<file path="src/rtl/das_scan_pkg.sv">
`timescale 1ns/1ps
package das_scan_pkg;

  typedef enum logic [2:0] {
    ST_IDLE, ST_SETUP, ST_PULSE, ST_RISE, ST_FALL, ST_RDHI, ST_RDLO, ST_OUT
  } scanState_t;

  typedef enum logic [2:0] {
    CNT_SETUP, CNT_PULSE, CNT_RISE, CNT_FALL, CNT_RDHI, CNT_RDLO
  } cntSel_t;

  // strobes from control to datapath
  typedef struct packed {
    logic    cntLoad;
    cntSel_t cntSel;
    logic    capHi;
    logic    capLo;
    logic    chAdvance;
  } dpCtl_t;

  function automatic int maxOf(input int a, input int b);
    return (a > b) ? a : b;
  endfunction

endpackage

</file>
<file path="src/rtl/das_scan_dp.sv">
`timescale 1ns/1ps
module das_scan_dp
  import das_scan_pkg::*;
#(
  parameter int CH_W      = 3,
  parameter int SAMPLE_W  = 12,
  parameter int BUS_W     = 8,
  parameter int SETUP_CYC = 13,
  parameter int PULSE_CYC = 13,
  parameter int RISE_MAX  = 250,
  parameter int FALL_MAX  = 4000,
  parameter int RDHI_CYC  = 13,
  parameter int RDLO_CYC  = 13
) (
  input  logic                     clk,
  input  logic                     rstN,
  input  dpCtl_t                   ctl,
  input  logic [BUS_W-1:0]         dataBus,
  output logic                     cntZero,
  output logic [CH_W-1:0]          chSel,
  output logic [CH_W+SAMPLE_W-1:0] beat
);
  localparam int LO_W   = SAMPLE_W - BUS_W;
  localparam int PAD_W  = BUS_W - LO_W;
  localparam int MAXCNT = maxOf(maxOf(maxOf(SETUP_CYC, PULSE_CYC), maxOf(RISE_MAX, FALL_MAX)),
                                maxOf(RDHI_CYC, RDLO_CYC));
  localparam int CNT_W  = $clog2(MAXCNT + 1);

  logic [CNT_W-1:0] cnt;
  logic [CNT_W-1:0] loadVal;
  logic [CH_W-1:0]  chReg;
  logic [BUS_W-1:0] hiReg;
  logic [LO_W-1:0]  loReg;
  logic             unusedPadBits;

  always_comb begin
    unique case (ctl.cntSel)
      CNT_SETUP: loadVal = CNT_W'(SETUP_CYC - 1);
      CNT_PULSE: loadVal = CNT_W'(PULSE_CYC - 1);
      CNT_RISE:  loadVal = CNT_W'(RISE_MAX - 1);
      CNT_FALL:  loadVal = CNT_W'(FALL_MAX - 1);
      CNT_RDHI:  loadVal = CNT_W'(RDHI_CYC - 1);
      CNT_RDLO:  loadVal = CNT_W'(RDLO_CYC - 1);
      default:   loadVal = '0;
    endcase
  end

  // window counter: load N-1, count down to zero
  always_ff @(posedge clk) begin
    if (!rstN)              cnt <= '0;
    else if (ctl.cntLoad)   cnt <= loadVal;
    else if (cnt != '0)     cnt <= cnt - 1'b1;
  end
  assign cntZero = (cnt == '0);

  // channel pointer wraps naturally at 2**CH_W
  always_ff @(posedge clk) begin
    if (!rstN)              chReg <= '0;
    else if (ctl.chAdvance) chReg <= chReg + 1'b1;
  end
  assign chSel = chReg;

  // byte assembly: full upper byte, then upper lines of the second read
  always_ff @(posedge clk) begin
    if (!rstN) begin
      hiReg <= '0;
      loReg <= '0;
    end else begin
      if (ctl.capHi) hiReg <= dataBus;
      if (ctl.capLo) loReg <= dataBus[BUS_W-1 -: LO_W];
    end
  end

  generate
    if (PAD_W > 0) begin : g_pad
      assign unusedPadBits = ^dataBus[PAD_W-1:0];
    end else begin : g_nopad
      assign unusedPadBits = 1'b0;
    end
  endgenerate

  assign beat = {chReg, hiReg, loReg};

endmodule

</file>
<file path="src/rtl/das_scan_fsm.sv">
`timescale 1ns/1ps
module das_scan_fsm
  import das_scan_pkg::*;
(
  input  logic   clk,
  input  logic   rstN,
  input  logic   scanEn,
  input  logic   busyIn,
  input  logic   sampleReady,
  input  logic   cntZero,
  output dpCtl_t ctl,
  output logic   convN,
  output logic   byteSel,
  output logic   sampleValid,
  output logic   timeoutErr
);
  scanState_t st, stNext;
  logic       errSet;
  logic       convNQ, byteSelQ, errQ;

  always_comb begin
    stNext = st;
    ctl    = '0;
    errSet = 1'b0;
    unique case (st)
      ST_IDLE: if (scanEn) begin
        stNext = ST_SETUP; ctl.cntLoad = 1'b1; ctl.cntSel = CNT_SETUP;
      end
      ST_SETUP: if (cntZero) begin
        stNext = ST_PULSE; ctl.cntLoad = 1'b1; ctl.cntSel = CNT_PULSE;
      end
      ST_PULSE: if (cntZero) begin
        stNext = ST_RISE; ctl.cntLoad = 1'b1; ctl.cntSel = CNT_RISE;
      end
      ST_RISE: begin
        if (busyIn) begin
          stNext = ST_FALL; ctl.cntLoad = 1'b1; ctl.cntSel = CNT_FALL;
        end else if (cntZero) begin
          stNext = ST_IDLE; errSet = 1'b1;
        end
      end
      ST_FALL: begin
        if (!busyIn) begin
          stNext = ST_RDHI; ctl.cntLoad = 1'b1; ctl.cntSel = CNT_RDHI;
        end else if (cntZero) begin
          stNext = ST_IDLE; errSet = 1'b1;
        end
      end
      ST_RDHI: if (cntZero) begin
        stNext = ST_RDLO; ctl.capHi = 1'b1; ctl.cntLoad = 1'b1; ctl.cntSel = CNT_RDLO;
      end
      ST_RDLO: if (cntZero) begin
        stNext = ST_OUT; ctl.capLo = 1'b1;
      end
      ST_OUT: if (sampleReady) begin
        ctl.chAdvance = 1'b1;
        if (scanEn) begin
          stNext = ST_SETUP; ctl.cntLoad = 1'b1; ctl.cntSel = CNT_SETUP;
        end else begin
          stNext = ST_IDLE;
        end
      end
      default: stNext = ST_IDLE;
    endcase
  end

  // pin-facing outputs registered from the next state
  always_ff @(posedge clk) begin
    if (!rstN) begin
      st       <= ST_IDLE;
      convNQ   <= 1'b1;
      byteSelQ <= 1'b0;
      errQ     <= 1'b0;
    end else begin
      st       <= stNext;
      convNQ   <= (stNext != ST_PULSE);
      byteSelQ <= (stNext == ST_RDLO);
      errQ     <= errSet;
    end
  end

  assign convN       = convNQ;
  assign byteSel     = byteSelQ;
  assign timeoutErr  = errQ;
  assign sampleValid = (st == ST_OUT);

endmodule

</file>
<file path="src/rtl/das_scan_ctrl.sv">
`timescale 1ns/1ps
module das_scan_ctrl
  import das_scan_pkg::*;
#(
  parameter int CH_W      = 3,
  parameter int SAMPLE_W  = 12,
  parameter int BUS_W     = 8,
  parameter int SETUP_CYC = 13,
  parameter int PULSE_CYC = 13,
  parameter int RISE_MAX  = 250,
  parameter int FALL_MAX  = 4000,
  parameter int RDHI_CYC  = 13,
  parameter int RDLO_CYC  = 13
) (
  input  logic                     clk,
  input  logic                     rstN,
  input  logic                     scanEn,
  input  logic                     busyIn,
  input  logic [BUS_W-1:0]         dataBus,
  input  logic                     sampleReady,
  output logic [CH_W-1:0]          muxAddr,
  output logic                     convN,
  output logic                     byteSel,
  output logic                     sampleValid,
  output logic [CH_W+SAMPLE_W-1:0] sampleData,
  output logic                     timeoutErr
);
  dpCtl_t ctl;
  logic   cntZero;

  das_scan_fsm u_fsm (
    .clk        (clk),
    .rstN       (rstN),
    .scanEn     (scanEn),
    .busyIn     (busyIn),
    .sampleReady(sampleReady),
    .cntZero    (cntZero),
    .ctl        (ctl),
    .convN      (convN),
    .byteSel    (byteSel),
    .sampleValid(sampleValid),
    .timeoutErr (timeoutErr)
  );

  das_scan_dp #(
    .CH_W(CH_W), .SAMPLE_W(SAMPLE_W), .BUS_W(BUS_W),
    .SETUP_CYC(SETUP_CYC), .PULSE_CYC(PULSE_CYC),
    .RISE_MAX(RISE_MAX), .FALL_MAX(FALL_MAX),
    .RDHI_CYC(RDHI_CYC), .RDLO_CYC(RDLO_CYC)
  ) u_dp (
    .clk    (clk),
    .rstN   (rstN),
    .ctl    (ctl),
    .dataBus(dataBus),
    .cntZero(cntZero),
    .chSel  (muxAddr),
    .beat   (sampleData)
  );

endmodule

</file>
<file path="config.mk">
export PLATFORM = sky130hd
export DESIGN_NAME = das_scan_ctrl
export DESIGN_NICKNAME = d
export VERILOG_FILES = /design/src/rtl/das_scan_pkg.sv /design/src/rtl/das_scan_dp.sv /design/src/rtl/das_scan_fsm.sv /design/src/rtl/das_scan_ctrl.sv
export SDC_FILE = /design/constraint.sdc
export NUM_CORES = 1
export LEC_CHECK = 0
export BUFFER_PORTS_ARGS = -buffer_cell sky130_fd_sc_hd__buf_2
export CORE_MARGIN = 8
export CORE_UTILIZATION = 40
export DETAILED_ROUTE_END_ITERATION = 10
export GPL_TIMING_DRIVEN = 1
export SLEW_MARGIN = 40
export SYNTH_ARGS = -nofsm -noshare
export SYNTH_HDL_FRONTEND = slang
export SYNTH_HIERARCHICAL = 1
export SYNTH_SLANG_ARGS = --single-unit
</file>
<file path="constraint.sdc">
create_clock -name clk -period 6.83 [get_ports clk]
set_input_delay 1.7075 -clock clk [delete_from_list [all_inputs] [get_ports clk]]
set_output_delay 1.7075 -clock clk [all_outputs]
set_load 0.02 [all_outputs]
</file>
# ---- Word-level counts from Yosys, hierarchy flattened
# Cells that the tools add are included.
# W data, S select, Z words.
dict set report word_totals {
  input_bits 13
  output_inout_bits 22
  reg_bits 33
}
dict set report classes {
  n_addsub 2
  n_reduce_logical 6
  eq_ne 14
  muxes 30
}
# operator n
set op_table {}
lappend op_table {{$pmux W12 S3} 1}
lappend op_table {{$pmux W4 S7} 1}
lappend op_table {{$mux W3} 9}
lappend op_table {{$mux W12} 2}
lappend op_table {{$mux W4} 6}
lappend op_table {{$pmux W3 S8} 1}
lappend op_table {{$eq A3 B3 Y1 const B} 7}
lappend op_table {{$eq A3 B2 Y1 const B} 4}
lappend op_table {{$logic_not A12 Y1} 1}
lappend op_table {{$reduce_bool A12 Y1} 1}
lappend op_table {{$sub A12 B1 Y12 const B} 1}
lappend op_table {{$mux W1} 8}
lappend op_table {{$eq A3 B1 Y1 const B} 2}
lappend op_table {{$logic_not A3 Y1} 2}
lappend op_table {{$mux W5} 1}
lappend op_table {{$reduce_or A4 Y1} 1}
lappend op_table {{$add A3 B1 Y3 const B} 1}
lappend op_table {{$ne A3 B2 Y1 const B} 1}
lappend op_table {{$pmux W1 S2} 1}
lappend op_table {{$reduce_bool A2 Y1} 1}

# ---- Longest topological paths before layout
# Gate-level depths: netlist of the first run.
dict set report depth {
  ltp_word 7
  mapped_depth 13
  mapped_depth_nobuf 12
}

# ---- Cells and area by module
# Netlist of the first run, hierarchy kept.
# module area_per_inst_um2 n_inst cells_each seq_area_each_um2
set modules_own_cells {}
lappend modules_own_cells {das_scan_dp 1258.7 1 139 540.5}
lappend modules_own_cells {das_scan_fsm 451.7 1 54 120.1}

# ---- Least setup slack after synthesis of the first run
# No wires, ideal clock.
dict set report synth_path {
  kind {input port to flip-flop}
  from {input port busyIn}
  to {register u_dp.cnt[8]}
  arrival_ps 3171
  path_stages 8
  slack_ps 3530
  setup_time_ps 129
  required_ps 6701
  path_cell_list {buf_2 -> mux2_2 -> a221oi_1 -> o22ai_1 -> nand4b_1 -> nand2_1 -> o311ai_0 -> nor3_1}
}
# element line
set synth_rtl {}
lappend synth_rtl {{from (decl)} das_scan_ctrl.sv:18} ;# input logic busyIn,
lappend synth_rtl {{to (signal assigned)} das_scan_dp.sv:51} ;# else if (ctl.cntLoad) cnt <= loadVal;
lappend synth_rtl {{to (signal assigned)} das_scan_dp.sv:52} ;# else if (cnt != '0) cnt <= cnt - 1'b1;
lappend synth_rtl {{to (decl)} das_scan_dp.sv:29} ;# logic [CNT_W-1:0] cnt;

==> run metrics, run 1 <==
pin count of the biggest net entering global routing=22; Initial Utilization=a little over two fifths; Synth top area share=approximately two fifths; CP max stage cell=o22ai_2; CTS tree=built; Hold EP=u_dp/hiReg[1]; power per cell area=roughly 410 nW/um2; GRT overflow=0; Hold Path Depth=2; # Post-CTS Setup Buffers=0; vias in the first global route=approximately 1400; Critical Path Max Stage Delay=about 0.49 ns; max-slew violations=0; pre-CTS WS=about 3.2 ns; worst setup margin=around 3.4 ns; crit path cell chain=inv_1, ha_1, nor4b_1, nand3_1, inv_1, mux2_2, a221oi_1, o22ai_2, nand4b_1, nand2_1, o311ai_0, nor3_1; crit path time final=approximately 3.4 ns; later-pin clock latency in the skew report=roughly 0.28 ns; Area Growth Syn to Fin=15.2%; Synth Instances=roughly 190; CORE AREA=between 4000 and 5000 um2; skew final=roughly 0.0041 ns; post-synthesis adder-cell area fraction=under 10%; Worst Setup Start Kind=flip-flop; asr flop ratio synth=0%; layout cells sized above 1=a little under a quarter; Port Buf Inserts=34; syn nets=between 200 and 250; H-tree levels=2; r2r startpoint=u_dp/cnt[0]; drt wl/cell=13.9 um; worst-case clock buffer depth=2; vias per cell=between 5 and 6; final hold violations=0; global-route wire length before repair=approximately 6600 um; fillers=399; Die Y=between 80 and 90 um; R2R depth=12; clock-pin transition on the worst setup and hold timing paths=0.06 ns; Initial DRC Count=116; ANT cells=0; Min-Delay Path Class=flip-flop to flip-flop; largest fanout on the critical path=15; XOR/XNOR Fraction of Synth Area=approximately 3.1%; part of the cycle the worst path needs=50.3%; Nets=around 240; Synth area leaders=dfxtp_1, mux2i_1, nor2_1; compound-cell area share of the yosys netlist=between 10% and 20%; cell mode on critical path=inv_1; number of synthesized flops with an enable pin=0; Slew headroom=between 50 and 60%; commonest non-fill, non-tap cell in the layout=buf_2; final setup fails=0; Ys Warns=6; leakage power total=between 0.8 and 0.9 nW; Die Span X=between 80 and 90 um; Routed WL=3760 um; setup tns final=0 ns; CP delay by family, top=simple AND/OR/NAND/NOR gates; CTS Hold Bufs=0; RSZ-0062 raised after global routing=false; post-synthesis sequential area ratio=approximately two fifths; register-to-register setup slack=roughly 3.4 ns; endpoint type of the worst setup path=flip-flop; worst-margin pin slew=a little under 0.7 ns; Max Cap Viol=0; Crit Reg-Reg Endpoint=u_dp/cnt[8]; Hold Startpoint=u_dp/hiReg[1]; Post-DP HPWL=approximately 2700 um; Max Clock Freq=~290 MHz; Overall Power=about 0.8 mW; Max VDD drop=roughly 0.00013 V; largest family of logic cells by synthesized area=simple AND/OR/NAND/NOR gates; GRT Util Overall=12.5%; DR pass1 iterations=4; mapped cell area=roughly 1700 um2; worst hold margin=~0.49 ns; crit path buf inv count=2; routed via count=between 1000 and 1500; clk sinks=33; Residual DRC=0; Synth area leader=dfxtp_1; TritonCTS Buffers=5; mean post-synth cell area=between 8 and 9 um2; Worst Path Required=around 7.0 ns; post-cts resize count=0; Antenna Nets Post-Route=0; RePlAce Congestion=0.801; post-synthesis simple-gate area fraction=23.4%; Worst Path Class, Setup=flip-flop to flip-flop; num rows=23; Root Driver=clkbuf_8; status=finished, final reports clean; Post-synth top flop=dfxtp_1; io pins=35; count of state elements after synthesis=33; mux cell area share after synthesis=8.27%; most frequent cells in the layout=buf_2, dfxtp_1, nor2_1; die area=roughly 6600 um2; Worst Path Arrival=3.64 ns; initial antenna violation count=0; synth unique cells=53
layout make-up:
cell class	instances	area (um2)	share of cell area, %
sequential	33	661	33.5
clock buffer	7	96.3	4.89
inverter	7	26.3	1.33
tap	50	62.6	3.17
multi-input combinational	138	950	48.2
clock inverter	1	5.00	0.254
timing repair buffer	34	170	8.63
layer usage:
layer  vias to the layer above  GRT usage, %  routed length (um)
li1                        753             -                   -
met1                       657          16.2                1900
met2                        45          17.7                1500
met3                         6          4.97                 308
met4                         0          5.89                  45
met5                         -             0                   0
tightest hold or removal path: stages, from the launching register on:
cell and delay [ns]:
dfxtp_1 0.33, mux2i_1 0.06, nor2_1 0.07
cells by family after synthesis:
| kind of cell | Yosys count |
|---|---|
| and+or+nand+nor | 72 |
| AOI/OAI and AO/OA | 43 |
| DFF | 33 |
| buffers and inverters | 22 |
| muxes | 14 |
| xor gates and xnor gates | 6 |
| adders and majority gates | 3 |
metrics by stage:
stage          instances  util (%)  instance area (um2)
2_1_floorplan        193         -                 1710
3_3_place_gp         262      45.9                 1860
3_5_place_dp         262      46.1                 1870
4_1_cts              270      48.6                 1970
5_1_grt              270      48.6                 1970
6_report             270      48.6                 1970
cell usage after synthesis (3+ instances only):
cell type  count
dfxtp_1       33
nor2_1        23
mux2i_1       13
nand2_1       10
a21oi_1        8
inv_1          7
buf_2          6
o21ai_0        6
clkbuf_1       5
nor3_1         5
nor2b_1        4
and3_1         3
buf_4          3
ha_1           3
nand3_1        3
nand4_1        3
o22ai_1        3
or3_1          3
xnor2_1        3
xor2_1         3
state kept, by name (all words and copies together), names as in the netlist:
signal	flops
u_fsm/st	3
u_fsm/convN	1
u_dp/loReg	4
u_dp/cnt	12
u_fsm/timeoutErr	1
u_fsm/byteSel	1
u_dp/chSel	3
u_dp/hiReg	8
where the power goes:
group / internal, mW / switching (mW) / leakage, nW
logic: 0.150 / 0.202 / 0.512
registers: 0.232 / 0.0572 / 0.268
clock network: 0.0910 / 0.0689 / 0.0542
how the worst max path moves through the flow:
stage	from	endpoint	slack, ns	cells past startpoint
3_5_place_dp	busyIn	u_dp/cnt[8]	3.20	8
5_1_grt	u_dp/cnt[1]	u_dp/cnt[8]	3.11	12
2_1_floorplan	busyIn	u_dp/cnt[8]	3.53	8
6_report	u_dp/cnt[0]	u_dp/cnt[8]	3.40	12
3_3_place_gp	busyIn	u_dp/cnt[8]	3.00	8
4_1_cts	u_dp/cnt[0]	u_dp/cnt[8]	3.44	12
No activity file was read; power rests on OpenSTA's default activity.
==> inputs of run 2 (changes only) <==
==> constraint.sdc (replaced) <==
create_clock -name clk -period 2.8 [get_ports clk]
set_input_delay 0.7 -clock clk [delete_from_list [all_inputs] [get_ports clk]]
set_output_delay 0.7 -clock clk [all_outputs]
set_load 0.02 [all_outputs]
==> run 2 against run 1 <==
  * Register-to-register slack worse by 3.2 ns
  * Global-route usage grew 0.062 points
  * Maximum frequency rose by 33%
  * Critical path type unchanged
  * Clock skew rose by 0.0029 ns
  * Critical path depth stayed put
  * Final cell count grew 3.7%
  * Sequential power increased by 140%
  * Flip-flop and latch count did not move
  * Worst hold slack got worse by 0.00063 ns
  * Count of clock-buffer cells in the layout stayed put
  * Critical endpoint is now u_dp/cnt[7]
  * Via count rose by 3.0%
==> run metrics, run 2 (synthesized netlist as in run 1, its figures left out) <==
status=finished, final reports clean; vias in the first global route=between 1000 and 1500; Antenna Nets Post-Route=0; Post-DP HPWL=approximately 2900 um; leakage power total=0.892 nW; Initial Utilization=around 42%; # Post-CTS Setup Buffers=0; initial antenna violation count=0; clock-pin transition on the worst setup and hold timing paths=roughly 0.060 ns; TritonCTS Buffers=5; most frequent cells in the layout=buf_2, dfxtp_1, nor2_1; Placed Cells=approximately 270; Min-Delay Path Class=flip-flop to flip-flop; drt wl/cell=around 14 um; Max Cap Viol=0; layout cells sized above 1=between 20% and 30%; Critical Path Max Stage Delay=about 0.40 ns; CORE AREA=just over 4000 um2; die area=approximately 6600 um2; crit path cell chain=inv_1, ha_1, nor4b_2, nand3_1, inv_1, mux2_2, a221oi_2, o22ai_2, buf_4, a31oi_1, o21ai_0, a21oi_1; final hold violations=0; Root Driver=clkbuf_8; Routed WL=3880 um; cell mode on critical path=inv_1; worst-margin pin slew=0.714 ns; CP max stage cell=dfxtp_1; later-pin clock latency in the skew report=about 0.29 ns; worst setup margin=between 0.2 and 0.25 ns; GRT Util Overall=12.6%; Initial DRC Count=between 80 and 90; vias per cell=between 5 and 6; Nets=245; Max VDD drop=just under 0.0004 V; Top reg by flops=u_dp/cnt; Largest register FFs=12; Hold EP=u_dp/hiReg[1]; Residual DRC=0; global-route wire length before repair=between 6000 and 7000 um; routed via count=~1500; Crit Reg-Reg Endpoint=u_dp/cnt[7]; H-tree levels=2; io pins=35; max-slew violations=0; RePlAce Congestion=a little under 0.8; worst-case clock buffer depth=2; final setup fails=0; Worst Path Required=~3.0 ns; pin count of the biggest net entering global routing=22; Worst Setup Start Kind=flip-flop; skew final=about 0.0070 ns; R2R depth=12; crit path time final=2.58 ns; Max Clock Freq=slightly below 400 MHz; Die Span X=just over 80 um; RSZ-0062 raised after global routing=false; endpoint type of the worst setup path=flip-flop; Die Y=81.4 um; fin cells=280; top flop regs=u_dp/cnt: 12 flops, u_dp/hiReg: 8 flops, u_dp/loReg: 4 flops; Hold Path Depth=2; largest fanout on the critical path=9; Worst Path Arrival=~2.8 ns; fillers=391; Area Growth Syn to Fin=21.1%; register-to-register setup slack=between 0.2 and 0.25 ns; pre-CTS WS=around 0.20 ns; Slew headroom=52.4%; commonest non-fill, non-tap cell in the layout=buf_2; Port Buf Inserts=34; clk sinks=33; power per cell area=1050 nW/um2; DR pass1 iterations=4; CTS tree=built; r2r startpoint=u_dp/cnt[0]; Worst Path Class, Setup=flip-flop to flip-flop; Hold Startpoint=u_dp/hiReg[1]; CP delay by family, top=compound AO/OA/AOI/OAI gates; crit path buf inv count=3; setup tns final=0 ns; cell count along the critical path=12; GRT overflow=0; num rows=23; ANT cells=0; part of the cycle the worst path needs=92.3%
==> run 2: power by group <==
group | total (mW) | switching, mW | internal (mW)
sequential | 0.691 | 0.126 | 0.565
combinational | 1.02 | 0.539 | 0.480
clock | 0.457 | 0.167 | 0.290
total | 2.17 | 0.831 | 1.33
==> run 2: worst max-delay path by stage <==
stage	slack, ns	start	end
final	0.22	u_dp/cnt[0]	u_dp/cnt[7]
after global routing	0.01	u_dp/cnt[0]	u_dp/cnt[8]
after CTS	0.18	u_dp/cnt[0]	u_dp/cnt[8]
after detailed placement	0.20	u_dp/cnt[0]	u_dp/cnt[8]
after global placement	0.27	u_dp/cnt[0]	u_dp/cnt[8]
after floorplan	0.20	u_dp/cnt[0]	u_dp/cnt[8]
==> run 2: per-stage QoR <==
step | hold WS (ns) | cell area [um2] | utilization, % | total power [mW]
final | 0.493 | 2070 | 51.0 | 2.17
after global routing | 0.513 | 2070 | 51.0 | 2.34
after CTS | 0.497 | 2050 | 50.6 | 2.15
after detailed placement | 0.479 | 1940 | 47.7 | 1.68
after global placement | 0.468 | 1940 | 47.7 | 1.69
after floorplan | 0.468 | 1710 | - | 1.40
==> run 2: layout make-up <==
| cell class | count | area, um2 | share of cell area (%) |
|---|---|---|---|
| tap | 50 | 62.6 | 3.02 |
| clock buffer | 7 | 86.3 | 4.17 |
| multi-input combinational | 138 | 960 | 46.3 |
| inverter | 7 | 26.3 | 1.27 |
| clock inverter | 1 | 30.0 | 1.45 |
| sequential | 33 | 661 | 31.9 |
| timing repair buffer | 44 | 245 | 11.8 |
==> run 2: repair_timing <==
item / 4_1_cts / 5_1_grt
hold buffers: 0 / 0
endpoints found under the setup margin: 0 / 6
resized for setup: 0 / 3
==> run 2: routing by layer <==
layer | global-route usage (%) | share of wire, % | vias to the layer above
met5 | 0 | 0 | -
met4 | 6.79 | 1.3 | 0
met3 | 4.19 | 5.8 | 6
met2 | 18.0 | 42 | 40
met1 | 16.3 | 50 | 690
li1 | - | - | 769
==> run 2: worst reg2reg max path, delay by kind of cell (launching register included) <==
| kind | cells | cell delay (ns) |
|---|---|---|
| compound gates | 5 | 0.93 |
| buf+inv | 3 | 0.41 |
| flops | 1 | 0.40 |
| mux | 1 | 0.30 |
| simple gates | 2 | 0.28 |
| fa+ha+maj | 1 | 0.19 |
